==> src/rtl/pmi_pkg.sv <==
package pmi_pkg;

  typedef enum logic [2:0] {
    REG_POL = 3'd0,
    REG_TRN = 3'd1,
    REG_MSK = 3'd2,
    REG_INV = 3'd3,
    REG_CTL = 3'd4,
    REG_VEC = 3'd5
  } reg_sel_e;

  localparam int CTL_EN_BIT  = 0;
  localparam int CTL_AND_BIT = 1;

  typedef enum logic [2:0] {
    TERM_OFF,
    TERM_LO,
    TERM_HI,
    TERM_FALL,
    TERM_RISE,
    TERM_ANY
  } term_e;

  function automatic term_e decode_term(input logic m, input logic t, input logic p);
    term_e k;
    case ({m, t})
      2'b00:   k = TERM_OFF;
      2'b10:   k = p ? TERM_HI : TERM_LO;
      2'b01:   k = p ? TERM_RISE : TERM_FALL;
      default: k = TERM_ANY;
    endcase
    return k;
  endfunction

endpackage

==> src/rtl/pmi_cfg_regs.sv <==
module pmi_cfg_regs
  import pmi_pkg::*;
#(
  parameter int W = 8,
  parameter int CODE_W = 4
) (
  input  logic                clk,
  input  logic                rst_n,
  input  logic                we,
  input  logic [2:0]          addr,
  input  logic [W-1:0]        wdata,
  output logic [W-1:0]        pol_q,
  output logic [W-1:0]        trn_q,
  output logic [W-1:0]        msk_q,
  output logic [W-1:0]        inv_q,
  output logic                en_q,
  output logic                and_q,
  output logic [W-CODE_W-1:0] base_q
);

  always_ff @(posedge clk or negedge rst_n) begin
    if (!rst_n) begin
      pol_q  <= '0;
      trn_q  <= '0;
      msk_q  <= '0;
      inv_q  <= '0;
      en_q   <= 1'b0;
      and_q  <= 1'b0;
      base_q <= '0;
    end else if (we) begin
      case (reg_sel_e'(addr))
        REG_POL: pol_q <= wdata;
        REG_TRN: trn_q <= wdata;
        REG_MSK: msk_q <= wdata;
        REG_INV: inv_q <= wdata;
        REG_CTL: begin
          en_q  <= wdata[CTL_EN_BIT];
          and_q <= wdata[CTL_AND_BIT];
        end
        REG_VEC: base_q <= wdata[W-1:CODE_W];
        default: ;
      endcase
    end
  end

endmodule

==> src/rtl/pmi_sampler.sv <==
module pmi_sampler #(
  parameter int W = 8
) (
  input  logic         clk,
  input  logic         rst_n,
  input  logic [W-1:0] port_in,
  input  logic [W-1:0] inv,
  output logic [W-1:0] cur_q,
  output logic [W-1:0] prev_q
);

  always_ff @(posedge clk or negedge rst_n) begin
    if (!rst_n) begin
      cur_q  <= '0;
      prev_q <= '0;
    end else begin
      cur_q  <= port_in ^ inv;
      prev_q <= cur_q;
    end
  end

endmodule

==> src/rtl/pmi_term.sv <==
module pmi_term
  import pmi_pkg::*;
(
  input  logic m,
  input  logic t,
  input  logic p,
  input  logic prev,
  input  logic cur,
  output logic spec,
  output logic sat,
  output logic is_edge
);

  term_e kind;

  always_comb begin
    kind    = decode_term(m, t, p);
    spec    = (kind != TERM_OFF);
    is_edge = (kind == TERM_FALL) || (kind == TERM_RISE) || (kind == TERM_ANY);
    case (kind)
      TERM_LO:   sat = !cur;
      TERM_HI:   sat = cur;
      TERM_FALL: sat = prev & !cur;
      TERM_RISE: sat = !prev & cur;
      TERM_ANY:  sat = prev ^ cur;
      default:   sat = 1'b0;
    endcase
  end

endmodule

==> src/rtl/pmi_combine.sv <==
module pmi_combine #(
  parameter int W = 8,
  parameter int IW = 3
) (
  input  logic [W-1:0] spec,
  input  logic [W-1:0] sat,
  input  logic [W-1:0] edge_v,
  input  logic         and_mode,
  output logic         hit,
  output logic [IW:0]  code
);

  logic [W-1:0]  cand;
  logic [IW-1:0] idx;
  logic          edge_f;
  logic          all_ok;

  always_comb begin
    cand   = spec & sat;
    all_ok = &(~spec | sat);
    hit    = and_mode ? ((|spec) & all_ok) : (|cand);
    idx    = '0;
    edge_f = 1'b0;
    for (int i = W - 1; i >= 0; i--) begin
      if (cand[i]) begin
        idx    = IW'(i);
        edge_f = edge_v[i];
      end
    end
    code = {edge_f, idx};
  end

endmodule

==> src/rtl/pmi_latch.sv <==
module pmi_latch #(
  parameter int W = 8,
  parameter int CODE_W = 4
) (
  input  logic                clk,
  input  logic                rst_n,
  input  logic                hit,
  input  logic [CODE_W-1:0]   code,
  input  logic [W-CODE_W-1:0] base,
  input  logic                en,
  input  logic                ack,
  output logic                pending,
  output logic                req,
  output logic [W-1:0]        vector
);

  always_ff @(posedge clk or negedge rst_n) begin
    if (!rst_n) begin
      pending <= 1'b0;
      vector  <= '0;
    end else if (ack) begin
      pending <= 1'b0;
    end else if (hit) begin
      pending <= 1'b1;
      if (!pending) vector <= {base, code};
    end
  end

  assign req = pending & en;

endmodule

==> src/rtl/pattern_irq_unit.sv <==
module pattern_irq_unit #(
  parameter int W = 8
) (
  input  logic         clk,
  input  logic         rst_n,
  input  logic [W-1:0] port_in,
  input  logic         cfg_we,
  input  logic [2:0]   cfg_addr,
  input  logic [W-1:0] cfg_wdata,
  input  logic         int_ack,
  output logic         int_req,
  output logic         int_pending,
  output logic [W-1:0] int_vector
);

  localparam int IW     = $clog2(W);
  localparam int CODE_W = IW + 1;

  logic [W-1:0]        pol_q, trn_q, msk_q, inv_q;
  logic                en_q, and_q;
  logic [W-CODE_W-1:0] base_q;
  logic [W-1:0]        cur_q, prev_q;
  logic [W-1:0]        spec_v, sat_v, edge_v;
  logic                hit_w;
  logic [CODE_W-1:0]   code_w;

  pmi_cfg_regs #(.W(W), .CODE_W(CODE_W)) u_regs (
    .clk(clk), .rst_n(rst_n), .we(cfg_we), .addr(cfg_addr), .wdata(cfg_wdata),
    .pol_q(pol_q), .trn_q(trn_q), .msk_q(msk_q), .inv_q(inv_q),
    .en_q(en_q), .and_q(and_q), .base_q(base_q)
  );

  pmi_sampler #(.W(W)) u_samp (
    .clk(clk), .rst_n(rst_n), .port_in(port_in), .inv(inv_q),
    .cur_q(cur_q), .prev_q(prev_q)
  );

  for (genvar g = 0; g < W; g++) begin : g_term
    pmi_term u_term (
      .m(msk_q[g]), .t(trn_q[g]), .p(pol_q[g]),
      .prev(prev_q[g]), .cur(cur_q[g]),
      .spec(spec_v[g]), .sat(sat_v[g]), .is_edge(edge_v[g])
    );
  end

  pmi_combine #(.W(W), .IW(IW)) u_comb (
    .spec(spec_v), .sat(sat_v), .edge_v(edge_v), .and_mode(and_q),
    .hit(hit_w), .code(code_w)
  );

  pmi_latch #(.W(W), .CODE_W(CODE_W)) u_latch (
    .clk(clk), .rst_n(rst_n), .hit(hit_w), .code(code_w), .base(base_q),
    .en(en_q), .ack(int_ack),
    .pending(int_pending), .req(int_req), .vector(int_vector)
  );

endmodule

==> config.mk <==
export PLATFORM = sky130hd
export DESIGN_NAME = pattern_irq_unit
export DESIGN_NICKNAME = d
export VERILOG_FILES = /design/src/rtl/pmi_pkg.sv /design/src/rtl/pmi_cfg_regs.sv /design/src/rtl/pmi_sampler.sv /design/src/rtl/pmi_term.sv /design/src/rtl/pmi_combine.sv /design/src/rtl/pmi_latch.sv /design/src/rtl/pattern_irq_unit.sv
export SDC_FILE = /design/constraint.sdc
export NUM_CORES = 1
export LEC_CHECK = 0
export BUFFER_PORTS_ARGS = -buffer_cell sky130_fd_sc_hd__buf_2
export CAP_MARGIN = 10
export CORE_ASPECT_RATIO = 0.6
export CORE_MARGIN = 1
export CORE_UTILIZATION = 30
export CTS_CLUSTER_DIAMETER = 80
export CTS_CLUSTER_SIZE = 40
export DETAILED_ROUTE_END_ITERATION = 8
export HOLD_SLACK_MARGIN = 0.15
export PLACE_DENSITY = 0.53
export SYNTH_ARGS = -nofsm -noshare
export SYNTH_HDL_FRONTEND = slang
export SYNTH_SLANG_ARGS = --single-unit
==> constraint.sdc <==
create_clock -name clk -period 2.4 [get_ports clk]
set_input_delay 0.48 -clock clk [delete_from_list [all_inputs] [get_ports clk]]
set_output_delay 0.48 -clock clk [all_outputs]
set_load 0.02 [all_outputs]
After elaboration in Yosys (flattened, before gate mapping)
Index checks and enable logic that the tools add are counted.
{ "word_totals": {"regBits": 63, "latch_bits": 0, "ram_bits": 0, "rom_bits": 0, "inputBits": 23, "out_inout_bits": 10, "elab_cells": 215, "memories": 0} }
{ "classes": {"n_addsub": 0, "multipliers": 0, "div": 0, "n_lt_le_gt_ge": 0, "eq_ne": 61, "shift": 0, "muxes": 51, "n_bitwise": 32, "n_reduce_logical": 60} }
{ "op_table": {"columns": ["operator", "n"], "rows": [
  ["one-hot mux 3 bit (3 select lines)", 8],
  ["== test 3 x 2 -> 1 bit, second input constant", 18],
  ["== test 3 bit, second input constant", 18],
  ["two-way mux 3 bit", 16],
  ["one-hot mux 1 bit (5 select lines)", 8],
  ["== test 3 x 1 -> 1 bit, second input constant", 9],
  ["nonzero test 3 bit", 8],
  ["bitwise AND 1 bit", 18],
  ["== test 2 x 1 -> 1 bit, second input constant", 8],
  ["== test 2 bit, second input constant", 8],
  ["zero test 1 bit", 16],
  ["zero test 2 bit", 8],
  ["logical OR 1 bit", 16],
  ["two-way mux 2 bit", 8],
  ["OR reduction 8 bit", 2],
  ["AND reduction 2 bit", 6],
  ["two-way mux 1 bit", 11],
  ["bitwise AND 8 bit", 1],
  ["NOT 8 bit", 1],
  ["OR 8 bit", 1],
  ["AND reduction 8 bit", 1],
  ["XOR 1 bit", 8],
  ["XOR 8 bit", 1],
  ["zero test 3 bit", 1],
  ["3 further kinds", 4]
]} }

Depth between registers and ports, before layout
{ "depth": {"depth_word": 13, "ltp_mapped": 8, "mapped_depth_nobuf": 8} }

By module
Synthesis repeated with hierarchy kept, for this count alone.
{ "hier_totals": {"hier_cells": 277, "hier_area_um2": 3308.2} }
{ "modules_own_cells": {"columns": ["mod", "instances", "cells_each", "area_each_um2", "seq_area_each_um2"], "rows": [
  ["pmi_cfg_regs", 1, 84, 1471.4, 950.9],
  ["pmi_term", 8, 12, 87.6, 0.0],
  ["pmi_sampler", 1, 24, 470.5, 400.4],
  ["pmi_latch", 1, 21, 347.8, 225.2],
  ["pmi_combine", 1, 52, 317.8, 0.0]
]} }

Worst setup path after synthesis
OpenSTA, ideal clock, no wires.
{ "synth_path": {"path_type": "flip-flop to flip-flop", "startpoint": "register u_samp.cur_q[3]", "endpoint": "register u_latch.vector[0]", "setup_time_ns": 0.125, "arrival_ns": 2.295, "required_ns": 2.275, "path_slack_ns": -0.020, "stages_incl_launch_ff": 9, "n_path_buf": 0, "synth_period_minus_slack_ns": 2.420, "cell_sequence": "dfrtp_1 -> inv_1 -> ha_1 -> mux2_4 -> o211a_1 -> nor4_4 -> a41oi_2 -> a31oi_4 -> mux2_2"} }
{ "synth_between": {"elab_chain_len": 8, "word_cells_on_any_way": 16, "cone_classes": "mux (6); bitwise (6); reduce/logical (4)"} }
{ "synth_rtl": {"columns": ["element", "line", "rtl"], "rows": [
  ["from (decl)", "pmi_sampler.sv:8", "output logic [W-1:0] cur_q,"],
  ["from (signal assigned)", "pmi_sampler.sv:17", "cur_q <= port_in ^ inv;"],
  ["zero test 1 bit", "pmi_term.sv:21, pmi_term.sv:23", null],
  ["bitwise AND 1 bit", "pmi_term.sv:23", "TERM_FALL: sat = prev & !cur;"],
  ["one-hot mux 1 bit (5 select lines) (*)", "pmi_term.sv:20", "case (kind)"],
  ["OR 8 bit or bitwise AND 8 bit (tied branches)", "pmi_combine.sv:20, pmi_combine.sv:19", null],
  ["AND reduction 8 bit or two-way mux 3 bit (tied branches)", "pmi_combine.sv:20, pmi_combine.sv:25", null],
  ["bitwise AND 1 bit or two-way mux 3 bit (tied branches)", "pmi_combine.sv:21, pmi_combine.sv:25", null],
  ["two-way mux 1 bit or two-way mux 3 bit (tied branches)", "pmi_combine.sv:21, pmi_combine.sv:25", null],
  ["AND reduction 3 bit (no line) or two-way mux 3 bit (tied branches)", null, null],
  ["to (signal assigned)", "pmi_latch.sv:25", "if (!pending) vector <= {base, code};"],
  ["to (decl)", "pmi_latch.sv:14", "output logic [W-1:0] vector"]
]} }
Every way passes the cells marked *; elsewhere a longest branch is shown, timed or not.
A chain may end at the register's enable or synchronous reset.

Worst setup path in the final report
{ "layout_path": {"startpoint": "register u_samp.cur_q[7]", "endpoint": "register u_latch.vector[0]"} }
{ "layout_between": {"elab_chain_len": 12, "word_cells_on_any_way": 20, "cone_classes": "mux (10); bitwise (6); reduce/logical (4)"} }
{ "layout_rtl": {"columns": ["element", "line", "rtl"], "rows": [
  ["zero test 1 bit", "pmi_term.sv:21, pmi_term.sv:23", null],
  ["bitwise AND 1 bit", "pmi_term.sv:23", null],
  ["one-hot mux 1 bit (5 select lines) (*)", "pmi_term.sv:20", null],
  ["bitwise AND 8 bit", "pmi_combine.sv:19", "cand = spec & sat;"],
  ["two-way mux 3 bit (8 in a row)", "pmi_combine.sv:25", "if (cand[i]) begin"]
]} }
Marks and branches as above.

==> results_dict.tcl <==
set metrics [dict create \
    end_kind "flop" \
    cts_buffers 9 \
    rsz0062_at_grt "yes" \
    clockRootBuffer "clkbuf_16" \
    cts_tree "yes" \
    io_pins 33 \
    setup_ws_ps 6.60 \
    synth_top_area_share_pct 46.1 \
    area_delta_synth_final_pct 28.8 \
    initialDrtViolationCount 135 \
    grt_pass1_vias 2386 \
    max_slew_margin_pct 49.4 \
    r2r_cells 8 \
    clk_latency_ps 340 \
    max_stage_delay_ps 410 \
    yosysUniqueCellTypes 52 \
    status "complete, no violations" \
    post_drt_wl_per_cell_um 16.9 \
    clock.fmax_mhz 418 \
    grtUsageTotal_pct 15.5 \
    crit_fanout 8 \
    syn_area_um2 3420 \
    finalCriticalPeriod_ps 2390 \
    grt_max_degree 33 \
    vias 2522 \
    clock-sinks 63 \
    drc 0 \
    synth_area_leader_cell "dfrtp_1" \
    chipHeight_um 84.7 \
    hold_slack_ps 213 \
    antenna_found_initial 0 \
    synth-edff-count 0 \
    viasPerCell 4.95 \
    final_util_pct 40.7 \
    final.period_utilization_pct 99.7 \
    h-tree-depth 3 \
    clockBufferDepth 2 \
    p_per_area_nw_per_um2 1070 \
    syn_nets 330 \
    setup_violations 0 \
    ant_nets 0 \
    worstPathArrival_ps 2610 \
    io_buffers 32 \
    ir_drop_mv 0.440 \
    ys.warnings.count 0 \
    p_leak_nw 2.03 \
    die_area_um2 11800 \
    diodes 0 \
    dp_slack_ps -32.4 \
    drv_slew 0 \
    regArea_um2 1580 \
    ys_ff_latch 63 \
    critical_path.most_common_cell "mux2_4" \
    fillers 1065 \
    ys_seq_area_share_pct 46.1 \
    fin_setup_tns_ps 0 \
    drive_gt1_share_pct 40.3 \
    place_congestion 0.837 \
    syn_inst 291 \
    routed_wl_mm 8.60 \
    synth.most_common_cell "dfrtp_1" \
    regToRegEndpoint "u_latch.vector[0]" \
    synth_flop_cell "dfrtp_1" \
    die_w_um 140 \
    crit_chain "ha_1, mux2_4, o211ai_1, and4b_2, a41oi_2, a31oi_4, buf_12, mux2_4" \
    p_total_w 0.00472 \
    worstMarginPinSlew_ps 759 \
    path_clk_slew_ps 50 \
    cts_hold_buf 0 \
    hold_viol 0 \
    core_area_um2 10800 \
    synth_commonest_cells "dfrtp_1, mux2_2, inv_1" \
    nNetsFinal 406 \
    start_util_pct 31.6 \
    synth_area_leaders "dfrtp_1, mux2_2, ha_1" \
    async_flop_share_pct 100 \
    grt_pass1_wl_mm 13.4 \
    slowest_stage "dfrtp_1" \
    required_ps 2620 \
    overflow 0 \
    r2r_setup_slack_ps 7 \
    cap_violations 0 \
    crit_type "reg -> reg" \
    crit_path_start_kind "flop" \
    finClkSkew_ps 4.73 \
    r2r_start "u_samp.cur_q[7]" \
    drt-pass1-iter-count 4 \
    num_rows 29 \
    multi_input_comb_area_um2 1830 \
    hp-class "in -> async" \
    hpwl_mm 6.27 \
    avgSynthCellArea_um2 11.8 \
]
worst max path at each step:
stage / cells past startpoint / slack (ps) / end / startpoint
floorplan: 7 / 6 / u_latch.vector[0] / u_samp.cur_q[5]
global placement: 9 / 20 / u_latch.vector[0] / u_samp.cur_q[5]
detailed placement: 9 / -30 / u_latch.vector[7] / u_samp.cur_q[5]
CTS: 9 / 2 / u_latch.vector[7] / u_samp.cur_q[7]
global route: 9 / -80 / u_latch.vector[1] / u_samp.cur_q[0]
finish: 8 / 7 / u_latch.vector[0] / u_samp.cur_q[7]
metrics by stage:
stage	cell area (um^2)	std cells
6_report	4410	509
5_1_grt	4410	509
4_1_cts	4310	506
3_5_place_dp	4000	489
3_3_place_gp	4000	489
2_1_floorplan	3420	291
registers in the layout, summed over array words and instances (netlist names):
name,cells
u_regs.trn_q,8
u_regs.and_q,1
u_regs.msk_q,8
u_latch.pending,1
u_latch.vector,8
u_regs.base_q,4
u_regs.en_q,1
u_samp.cur_q,8
u_regs.inv_q,8
u_regs.pol_q,8
u_samp.prev_q,8
kinds of logic after synthesis:
logic type / count (synthesis) / share of synthesized area, %
AOI/OAI and AO/OA: 50 / 11.9
xor gates and xnor gates: 15 / 3.84
adders and majority gates: 16 / 5.85
buffers and inverters: 25 / 2.74
DFF: 63 / 46.1
muxes: 50 / 16.5
and+or+nand+nor: 72 / 13.1
layer usage:
layer	global-route usage, %	part of all wire, %	vias up
met4	5.09	1.3	0
met2	18.6	37	45
met1	24.8	57	1245
li1	-	-	1221
met3	4.91	4.8	11
met5	0	0	-
report_power, final:
part           switching (W)  internal [W]  leakage (nW)
Clock               0.000436      0.000799         0.141
Sequential          0.000261       0.00135         0.754
Combinational       0.000898      0.000980          1.14
Total                0.00159       0.00313          2.03
final cells by class:
cell class	instances	share of cell area, %
Tap cell	139	3.95
Multi-Input combinational cell	203	41.4
Inverter	20	1.70
Clock buffer	14	6.45
Timing Repair Buffer	70	10.7
Sequential cell	63	35.8
placed cells by master, fill, tap and decap left out, types with 2 or more instances in the layout:
| cell type | n |
|---|---|
| nand2b_1 | 4 |
| buf_12 | 2 |
| o211a_1 | 3 |
| ha_1 | 12 |
| nor4_1 | 5 |
| o31ai_1 | 3 |
| a21oi_1 | 5 |
| clkbuf_16 | 9 |
| xor2_1 | 12 |
| and4bb_2 | 2 |
| o31a_1 | 2 |
| buf_2 | 32 |
| buf_4 | 36 |
| a21bo_2 | 2 |
| nor2_1 | 9 |
| mux2_4 | 10 |
| mux2_2 | 37 |
| clkbuf_8 | 4 |
| nand2_1 | 16 |
| a22o_1 | 2 |
| nand3_1 | 4 |
| xnor2_1 | 2 |
| ha_2 | 4 |
| o2111ai_1 | 3 |
| inv_1 | 20 |
| or3_1 | 2 |
| nor3_1 | 5 |
| o211ai_1 | 7 |
| nor2b_1 | 8 |
| nor3b_1 | 4 |
| and2_1 | 2 |
| a211oi_1 | 2 |
| nor4_4 | 2 |
| dfrtp_1 | 63 |
| o21ai_0 | 7 |
| mux2i_1 | 3 |
critical path, delay by kind of cell, from the launching register on:
family	cells	cell delay (ps)
compound gates	3	590
mux	2	560
flops	1	410
simple gates	1	320
fa+ha+maj	1	220
buf+inv	1	160
repair_timing:
item,CTS,global route
setup endpoints to repair,8,8
setup buffers,3,3
pin swaps,1,8
resized for setup,2,18
Power figures use the tool's default switching activity.
